--- config.mk ---
export PLATFORM = sky130hd
export DESIGN_NAME = pwm_dual_chan
export DESIGN_NICKNAME = d
export VERILOG_FILES = /design/src/rtl/pwm_dual_pkg.sv /design/src/rtl/pwm_cmp_bank.sv /design/src/rtl/pwm_counter.sv /design/src/rtl/pwm_pin_ctrl.sv /design/src/rtl/pwm_dual_chan.sv
export SDC_FILE = /design/constraint.sdc
export NUM_CORES = 1
export LEC_CHECK = 0
export BUFFER_PORTS_ARGS = -buffer_cell sky130_fd_sc_hd__buf_2
export CAP_MARGIN = 20
export CORE_ASPECT_RATIO = 0.75
export CORE_MARGIN = 2
export CORE_UTILIZATION = 30
export DETAILED_ROUTE_END_ITERATION = 10
export PLACE_DENSITY = 0.54
export SLEW_MARGIN = 20
export SYNTH_ARGS = -nofsm -noshare
export SYNTH_HDL_FRONTEND = slang
export SYNTH_SLANG_ARGS = --single-unit
export TNS_END_PERCENT = 20
--- constraint.sdc ---
create_clock -name clk_i -period 2.8 [get_ports clk_i]
set_input_delay 0.28 -clock clk_i [delete_from_list [all_inputs] [get_ports clk_i]]
set_output_delay 0.28 -clock clk_i [all_outputs]
set_load 0.1 [all_outputs]
--- src/rtl/pwm_dual_pkg.sv ---
package pwm_dual_pkg;
  typedef enum logic {MODE_PAIR = 1'b0, MODE_CYC = 1'b1} pwm_mode_e;
  typedef enum logic [1:0] {
    ACT_NONE = 2'b00,
    ACT_LOW  = 2'b01,
    ACT_HIGH = 2'b10,
    ACT_TGL  = 2'b11
  } pwm_act_e;

  localparam int unsigned ACT_W    = 4;
  localparam int unsigned INIT_BIT = 2;

  function automatic logic apply_act(input logic cur, input logic [1:0] code);
    logic nxt;
    unique case (pwm_act_e'(code))
      ACT_LOW:  nxt = 1'b0;
      ACT_HIGH: nxt = 1'b1;
      ACT_TGL:  nxt = ~cur;
      default:  nxt = cur;
    endcase
    return nxt;
  endfunction
endpackage

--- src/rtl/pwm_cmp_bank.sv ---
module pwm_cmp_bank #(
  parameter int unsigned CNT_W   = 16,
  parameter int unsigned NUM_REG = 4,
  localparam int unsigned AW     = $clog2(NUM_REG)
) (
  input  logic                            clk_i,
  input  logic                            rst_ni,
  input  logic                            wr_en_i,
  input  logic [AW-1:0]                   wr_addr_i,
  input  logic [CNT_W-1:0]                wr_data_i,
  input  logic [CNT_W-1:0]                cnt_i,
  output logic [NUM_REG-1:0][CNT_W-1:0]   cmp_o,
  output logic [NUM_REG-1:0]              match_o
);
  for (genvar g = 0; g < NUM_REG; g++) begin : g_reg
    logic [CNT_W-1:0] val_q;
    always_ff @(posedge clk_i or negedge rst_ni) begin
      if (!rst_ni)                                 val_q <= '0;
      else if (wr_en_i && wr_addr_i == AW'(g))     val_q <= wr_data_i;
    end
    assign cmp_o[g]   = val_q;
    assign match_o[g] = (cnt_i == val_q);
  end
endmodule

--- src/rtl/pwm_counter.sv ---
module pwm_counter #(
  parameter int unsigned CNT_W = 16
) (
  input  logic             clk_i,
  input  logic             rst_ni,
  input  logic             en_i,
  input  logic             clr_i,
  output logic [CNT_W-1:0] cnt_o
);
  logic [CNT_W-1:0] cnt_q;
  always_ff @(posedge clk_i or negedge rst_ni) begin
    if (!rst_ni)     cnt_q <= '0;
    else if (en_i)   cnt_q <= clr_i ? '0 : cnt_q + CNT_W'(1);
  end
  assign cnt_o = cnt_q;
endmodule

--- src/rtl/pwm_pin_ctrl.sv ---
module pwm_pin_ctrl
  import pwm_dual_pkg::*;
(
  input  logic       clk_i,
  input  logic       rst_ni,
  input  logic       drive_i,
  input  logic       load_i,
  input  logic       init_i,
  input  logic       clr_i,
  input  logic       hit_i,
  input  logic [1:0] act_i,
  output logic       pin_o
);
  logic pin_q;
  always_ff @(posedge clk_i or negedge rst_ni) begin
    if (!rst_ni)              pin_q <= 1'b0;
    else if (!drive_i)        pin_q <= 1'b0;
    else if (load_i || clr_i) pin_q <= init_i;
    else if (hit_i)           pin_q <= apply_act(pin_q, act_i);
  end
  assign pin_o = pin_q;
endmodule

--- src/rtl/pwm_dual_chan.sv ---
module pwm_dual_chan
  import pwm_dual_pkg::*;
#(
  parameter int unsigned CNT_W   = 16,
  parameter int unsigned NUM_REG = 4,
  localparam int unsigned AW     = $clog2(NUM_REG),
  localparam int unsigned FLD_W  = ACT_W * NUM_REG,
  localparam int unsigned CFG_W  = 1 + AW + FLD_W
) (
  input  logic               clk_i,
  input  logic               rst_ni,
  input  logic               cnt_en_i,
  input  logic               mode_i,
  input  logic [AW-1:0]      cyc_sel_i,
  input  logic [FLD_W-1:0]   act_i,
  input  logic               wr_en_i,
  input  logic [AW-1:0]      wr_addr_i,
  input  logic [CNT_W-1:0]   wr_data_i,
  output logic [NUM_REG-1:0] pwm_o,
  output logic [CNT_W-1:0]   cnt_o
);
  logic [NUM_REG-1:0][CNT_W-1:0] cmp;
  logic [NUM_REG-1:0]            match;
  logic [CNT_W-1:0]              cnt;
  logic [CFG_W-1:0]              cfg_q;
  logic                          cfg_load;
  logic                          cyc_mode;
  logic                          cyc_hit;
  logic [CNT_W-1:0]              cyc_val;

  assign cyc_mode = (pwm_mode_e'(mode_i) == MODE_CYC);
  assign cyc_hit  = cnt_en_i && match[cyc_sel_i];
  assign cyc_val  = cmp[cyc_sel_i];

  // stopped-state config change reloads starting levels
  always_ff @(posedge clk_i or negedge rst_ni) begin
    if (!rst_ni) cfg_q <= '0;
    else         cfg_q <= {mode_i, cyc_sel_i, act_i};
  end
  assign cfg_load = !cnt_en_i && ({mode_i, cyc_sel_i, act_i} != cfg_q);

  pwm_cmp_bank #(.CNT_W(CNT_W), .NUM_REG(NUM_REG)) u_bank (
    .clk_i    (clk_i),
    .rst_ni   (rst_ni),
    .wr_en_i  (wr_en_i),
    .wr_addr_i(wr_addr_i),
    .wr_data_i(wr_data_i),
    .cnt_i    (cnt),
    .cmp_o    (cmp),
    .match_o  (match)
  );

  pwm_counter #(.CNT_W(CNT_W)) u_cnt (
    .clk_i (clk_i),
    .rst_ni(rst_ni),
    .en_i  (cnt_en_i),
    .clr_i (cyc_mode && cyc_hit),
    .cnt_o (cnt)
  );

  for (genvar g = 0; g < NUM_REG; g++) begin : g_pin
    logic       pr_drv, pr_hit, pr_init;
    logic [1:0] pr_act;
    logic       cd_drv, cd_eq, cd_clr, cd_hit;
    logic       drv, clr, hit, init;
    logic [1:0] act;

    if (g % 2 == 0) begin : g_lead
      logic pr_eq;
      assign pr_eq   = (cmp[g] == cmp[g+1]);
      assign pr_drv  = 1'b1;
      assign pr_init = act_i[ACT_W*g + INIT_BIT];
      assign pr_hit  = cnt_en_i && (match[g] || match[g+1]) && !pr_eq;
      assign pr_act  = match[g] ? act_i[ACT_W*g +: 2] : act_i[ACT_W*(g+1) +: 2];
    end else begin : g_trail
      assign pr_drv  = 1'b0;
      assign pr_init = 1'b0;
      assign pr_hit  = 1'b0;
      assign pr_act  = 2'b00;
    end

    assign cd_drv = (cyc_sel_i != AW'(g));
    assign cd_eq  = (cmp[g] == cyc_val);
    assign cd_clr = cyc_hit && !cd_eq;
    assign cd_hit = cnt_en_i && match[g] && !cd_eq;

    assign drv  = cyc_mode ? cd_drv : pr_drv;
    assign clr  = cyc_mode ? cd_clr : 1'b0;
    assign hit  = cyc_mode ? cd_hit : pr_hit;
    assign init = cyc_mode ? act_i[ACT_W*g + INIT_BIT] : pr_init;
    assign act  = cyc_mode ? act_i[ACT_W*g +: 2] : pr_act;

    pwm_pin_ctrl u_pin (
      .clk_i  (clk_i),
      .rst_ni (rst_ni),
      .drive_i(drv),
      .load_i (cfg_load),
      .init_i (init),
      .clr_i  (clr),
      .hit_i  (hit),
      .act_i  (act),
      .pin_o  (pwm_o[g])
    );
  end

  assign cnt_o = cnt;
endmodule

Word level (Yosys, flattened, before mapping)
Index checks and enable logic that the tools add are counted.
{"block": "totals", "latch_bits": 0, "mem_bits_rw": 0, "reg_bits": 103, "mem_count": 0, "elab_cells": 136, "rom_bits": 0}
{"block": "classes", "n_div": 0, "multipliers": 0, "n_reduce_logical": 42, "n_addsub": 1, "bitwise_logic": 4, "n_mux": 41, "n_eq_ne": 37, "n_lt_le_gt_ge": 1, "n_shift": 0}
{"operator": "$eq A16 B16 Y1", "count": 10}
{"operator": "$bmux W16 S2", "count": 1}
{"operator": "$mux W16", "count": 2}
{"operator": "$mux W1", "count": 27}
{"operator": "$logic_and A1 B1 Y1", "count": 23}
{"operator": "$eq A2 B2 Y1 const B", "count": 10}
{"operator": "$ne A5 B5 Y1 const B", "count": 4}
{"operator": "$ne A19 B19 Y1", "count": 1}
{"operator": "$add A16 B1 Y16 const B", "count": 1}
{"operator": "$mux W2", "count": 6}
{"operator": "$ne A3 B3 Y1 const B", "count": 4}
{"operator": "$pmux W1 S3", "count": 4}
{"operator": "$eq A2 B1 Y1 const B", "count": 5}
{"operator": "$reduce_and A2 Y1", "count": 4}
{"operator": "$logic_not A1 Y1", "count": 7}
{"operator": "$logic_or A1 B1 Y1", "count": 6}
{"operator": "$ne A2 B2 Y1 const B", "count": 2}
{"operator": "$not A1 Y1", "count": 4}
{"operator": "$lt A2 B3 Y1 const B", "count": 1}
{"operator": "$bmux W1 S2", "count": 1}
{"operator": "$logic_not A2 Y1", "count": 1}
{"operator": "$ne A2 B1 Y1 const B", "count": 1}
{"operator": "$reduce_bool A2 Y1", "count": 1}

Depth between registers and ports, before layout
{"block": "logic_depth", "word_depth": 9, "mapped_depth": 11, "depth_no_buf": 8}

Cells and area by module
Synthesis repeated with hierarchy kept, for this count alone.
{"block": "unflattened", "hier_cells": 645, "area_unflattened_um2": 6875.3}
{"mod": "pwm_cmp_bank", "seq_area_each_um2": 1601.5, "cells_each": 236, "instances": 1, "area_each_um2": 3154.3}
{"mod": "pwm_dual_chan", "seq_area_each_um2": 475.5, "cells_each": 294, "instances": 1, "area_each_um2": 2577.5}
{"mod": "pwm_counter", "seq_area_each_um2": 400.4, "cells_each": 91, "instances": 1, "area_each_um2": 883.3}
{"mod": "pwm_pin_ctrl", "seq_area_each_um2": 25.0, "cells_each": 6, "instances": 4, "area_each_um2": 65.1}

Worst setup path before layout
OpenSTA, ideal clock, no wires.
{"block": "synth_path", "path_kind": "register to register", "startpoint": "register u_cnt.cnt_q[1] (netlist: u_cnt.cnt_o[1])", "endpoint": "register g_pin[0].u_pin.pin_q", "path_stages_with_launch": 10, "required_time_ps": 2665, "setup_time_ps": 135, "arrival_ps": 2825, "synth_period_minus_slack_ps": 2960, "path_slack_ps": -160, "cell_sequence": "dfrtp_1 > buf_2 > xnor2_1 > nand4_1 > nor4_4 > nor2_2 > mux2_4 > a311oi_2 > mux2i_1 > a221oi_2"}
{"block": "synth_between", "elab_chain_cells": 9, "word_cells_on_any_way": 28}
{"element": "from (decl)", "line": "pwm_counter.sv:10", "source": "logic [CNT_W-1:0] cnt_q;"}
{"element": "from (signal assigned)", "line": "pwm_counter.sv:13", "source": "else if (en_i) cnt_q <= clr_i ? '0 : cnt_q + CNT_W'(1);"}
{"element": "$eq A16 B16 Y1", "line": "pwm_cmp_bank.sv:22", "source": "assign match_o[g] = (cnt_i == val_q);"}
{"element": "$bmux W1 S2", "line": "pwm_dual_chan.sv:32", "source": "assign cyc_hit = cnt_en_i && match[cyc_sel_i];"}
{"element": "$mux W1 (not written as such)", "line": "pwm_dual_chan.sv:32"}
{"element": "$logic_and A1 B1 Y1", "line": "pwm_dual_chan.sv:32"}
{"element": "$logic_and A1 B1 Y1", "line": "pwm_dual_chan.sv:84", "source": "assign cd_clr = cyc_hit && !cd_eq;"}
{"element": "$mux W1", "line": "pwm_dual_chan.sv:88", "source": "assign clr = cyc_mode ? cd_clr : 1'b0;"}
{"element": "$logic_or A1 B1 Y1", "line": "pwm_pin_ctrl.sv:18", "source": "else if (load_i || clr_i) pin_q <= init_i;"}
{"element": "$ne A5 B5 Y1 (no line) (tied with other cells)"}
{"element": "$reduce_and A2 Y1 (no line) or $mux W1 (tied branches)"}
{"element": "to (signal assigned)", "line": "pwm_pin_ctrl.sv:18"}
{"element": "to (signal assigned)", "line": "pwm_pin_ctrl.sv:19", "source": "else if (hit_i) pin_q <= apply_act(pin_q, act_i);"}
{"element": "to (decl)", "line": "pwm_pin_ctrl.sv:14", "source": "logic pin_q;"}
Several ways; a longest one is shown, not always the timed one. The select of a mux whose other input is x is not followed.
A chain may end at the register's enable or synchronous reset.

Worst setup path after layout
{"block": "layout_path", "startpoint": "register u_bank.g_reg[0].val_q[5]", "endpoint": "register g_pin[0].u_pin.pin_q"}
{"block": "layout_between", "elab_chain_cells": 9, "word_cells_on_any_way": 31}
{"element": "from (decl)", "line": "pwm_cmp_bank.sv:16", "source": "logic [CNT_W-1:0] val_q;"}
{"element": "from (signal assigned)", "line": "pwm_cmp_bank.sv:19", "source": "else if (wr_en_i && wr_addr_i == AW'(g)) val_q <= wr_data_i;"}
{"element": "$eq A16 B16 Y1 or $bmux W16 S2 (tied branches)", "line": "pwm_cmp_bank.sv:22, pwm_dual_chan.sv:33"}
{"element": "$bmux W1 S2 or $mux W16 (tied branches)", "line": "pwm_dual_chan.sv:32, pwm_dual_chan.sv:33"}
{"element": "$mux W1 (not written as such) or $eq A16 B16 Y1 (tied branches)", "line": "pwm_dual_chan.sv:32, pwm_dual_chan.sv:83"}
{"element": "$logic_and A1 B1 Y1 or $logic_not A1 Y1 (tied branches)", "line": "pwm_dual_chan.sv:32, pwm_dual_chan.sv:84, pwm_dual_chan.sv:85"}
{"element": "$logic_and A1 B1 Y1", "line": "pwm_dual_chan.sv:84"}
{"element": "$mux W1", "line": "pwm_dual_chan.sv:88"}
{"element": "$logic_or A1 B1 Y1", "line": "pwm_pin_ctrl.sv:18"}
{"element": "$ne A5 B5 Y1 (no line) (tied with other cells)"}
{"element": "$reduce_and A2 Y1 (no line) or $mux W1 (tied branches)"}
Several ways; a longest one is shown, not always the timed one. The select of a mux whose other input is x is not followed.

==> results.cfg <==
[sta]
worst_pin_slew_ns = 0.531
drv_slew = 0
rsz0062_at_grt = no
tns_ns = 0
fin_crit_ns = 2.56
clock_skew_ns = 0.00891
max_slew_margin = 0.643
setup_viol = 0
min_period_over_period = 0.915
timing.final.hold_violations = 0
timing.fmax_mhz = 390

[layout]
drive_gt1_frac = 0.290
num_antenna_cells = 0
fin_nets = 698
syn_to_final_growth_pct = 14.6
fillers = 2230
final-seq-area_sq_um = 2600
multi_input_comb_area_sq_um = 3840

[floorplan]
fp.dieW_microns = 176
fp.dieH_microns = 133
ios = 61
start_util = 0.303
fp-row-count = 47
core_sq_um = 21900
die_area_sq_um = 23400

[yosys]
syn_area_sq_um = 6650
synth_common_cells = 148 x xnor2_1, 103 x dfrtp_1, 69 x mux2_2, 45 x xor2_1, 36 x mux2i_1
syn-num-nets = 641
ys_top_cells_by_area = dfrtp_1 39%, xnor2_1 19%, mux2_2 12%
synth_top_cell_by_area = dfrtp_1
synth_top_flop_cell = dfrtp_1
synth-seq-cells = 103
ys_async_sr_fraction = 1.00
synth_cells = 599
synth_edf_count = 0
ys_types = 43
synth.most_common_cell = xnor2_1
netlist.area_leader.share = 0.388
synth_area_per_cell_sq_um = 11.1
yosysWarnings = 0
ys_seq_area_frac = 0.388

[clocking]
postCtsSetupBuffers = 0
clk_latency_ns = 0.35
cts_buffer_depth = 2
path_clk_slew_ns = 0.07
cts_root_buf = clkbuf_16
htree_levels = 3
numCtsBuffers = 9
cts_sinks = 103
cts_tree = done

[route]
drt_iter0_drc = 427
vias_per_cell = 5.01
ant_nets = 0
routed_wl_mm = 19.1
dr.pass1.iters = 5
num_vias = 4783
wire_per_inst_microns = 20.0
drc = 0

[worst_setup_path]
worstSetupPathType = flop to flop
r2r_slack_ns = 0.24
startpoint = u_bank.g_reg[0].val_q[5]$_DFFE_PN0P_
endpoint_kind = flop
crit_fanout = 5
cp_cell_sequence = xnor2_1, nand4_1, nor4_4, nor2_2, mux2_2, a221oi_1, mux2i_1, a221oi_2
rr_startpoint = u_bank.g_reg[0].val_q[5]$_DFFE_PN0P_
slowest_stage = dfrtp_1
arrival_ns = 2.82
cp-start-kind = flop
required_ns = 3.06
slowest_delay_ns = 0.58

[run_status]
outcome = complete, no violations

[placement]
place.detailed.hpwl_mm = 15.0
numPortBuffers = 60
gp_congestion = 0.931

[pwr]
power.density_nw_per_um2 = 740
peakVddDrop_mv = 0.495
p_leak_nw = 2.98
p_total_mw = 5.64

[global_routing]
gr-usage-all-layers = 0.167
grt_pass1_vias = 4745
grt_pass1_wl_mm = 29.4
grt_max_degree = 51
antenna_found_initial = 0
grt_overflow_total = 0

[run]
drv_cap = 0

[min_path]
min-delay-start = act_i[15]
hold_path.class = input pin to flop
[worst max-delay path, delay by kind of cell, from the launching register on]
family	cells	cell delay, ns
DFF	1	0.58
xor gates and xnor gates	1	0.16
AOI/OAI and AO/OA	2	0.53
muxes	2	0.44
and+or+nand+nor	3	0.76
[cells by family after synthesis]
| family | after synthesis | synth area share |
|---|---|---|
| buffers and inverters | 39 | 0.0367 |
| muxes | 107 | 0.176 |
| and+or+nand+nor | 130 | 0.112 |
| AOI/OAI and AO/OA | 26 | 0.0327 |
| adders and majority gates | 1 | 0.00188 |
| xor gates and xnor gates | 193 | 0.254 |
| DFF | 103 | 0.388 |
[sequential cells by signal, indices dropped and copies added, names as in the netlist]
| register | count |
|---|---|
| u_bank.g.val_q | 64 |
| cfg_q | 19 |
| g_pin.u_pin.pin_o | 4 |
| u_cnt.cnt_o | 16 |
[layout make-up]
type,instances,area share
clock inverters,4,0.00722
flip-flops and latches,103,0.341
clock buffers,12,0.0323
repair buffers,80,0.0647
well taps,294,0.0483
multi-input cells,457,0.504
inverters,5,0.00246
[path summary, 6_finish.rpt]
path	end	cells past startpoint
max	g_pin[0].u_pin.pin_o$_DFFE_PN0P_	8
min	cfg_q[15]$_DFF_PN0_	1
max reg2reg	g_pin[0].u_pin.pin_o$_DFFE_PN0P_	8
min reg2reg	u_cnt.cnt_o[1]$_DFFE_PN0P_	1
max in group asynchronous	u_bank.g_reg[2].val_q[1]$_DFFE_PN0P_	3
min in group asynchronous	u_cnt.cnt_o[11]$_DFFE_PN0P_	2
[per-layer routing]
| layer | vias up | wire (microns) | track usage |
|---|---|---|---|
| li1 | 2207 | - | - |
| met1 | 2381 | 9810 | 0.262 |
| met2 | 180 | 7520 | 0.224 |
| met3 | 15 | 1620 | 0.0494 |
| met4 | 0 | 124 | 0.0294 |
| met5 | - | 0 | 0 |
[cell usage in the layout, fill, tap and decap left out, types with 3 or more instances in the layout]
| cell | Yosys | layout |
|---|---|---|
| a21oi_1 | 4 | 4 |
| dfrtp_2 | 0 | 16 |
| nand4_1 | 32 | 32 |
| xor2_1 | 45 | 45 |
| clkbuf_16 | 0 | 9 |
| nor2b_1 | 4 | 4 |
| nor4_1 | 27 | 26 |
| nand3_1 | 10 | 10 |
| inv_1 | 5 | 5 |
| xnor2_1 | 148 | 148 |
| mux2_2 | 69 | 69 |
| buf_12 | 0 | 3 |
| buf_2 | 12 | 59 |
| nor2_1 | 32 | 32 |
| mux2i_1 | 36 | 36 |
| buf_4 | 6 | 17 |
| nand2_1 | 10 | 10 |
| dfrtp_1 | 103 | 87 |
| o21ai_0 | 6 | 6 |
| and3_1 | 3 | 3 |
[through the flow]
stage	hold slack (ns)	cells	utilization	area, sq um	setup WS [ns]
2_1_floorplan	-0.0156	599	-	6670	0.135
3_3_place_gp	0.269	938	0.333	7300	0.205
3_5_place_dp	0.269	938	0.333	7300	0.155
4_1_cts	0.0427	955	0.347	7610	0.132
5_1_grt	0.0416	955	0.347	7620	0.0779
6_report	0.0548	955	0.347	7620	0.239
[report_power, final]
| group | internal, mW | switching, mW | total [mW] |
|---|---|---|---|
| sequential | 1.73 | 0.655 | 2.39 |
| combinational | 0.921 | 1.06 | 1.99 |
| clock | 0.721 | 0.548 | 1.27 |
| total | 3.37 | 2.27 | 5.64 |
[timing repair]
item | in CTS | in global routing
hold buffers | 1 | 0
endpoints found under the setup margin | 0 | 1
resized for setup | 0 | 1
hold endpoints to repair | 31 | 0
Note: power is estimated with default switching activity, not from simulation.
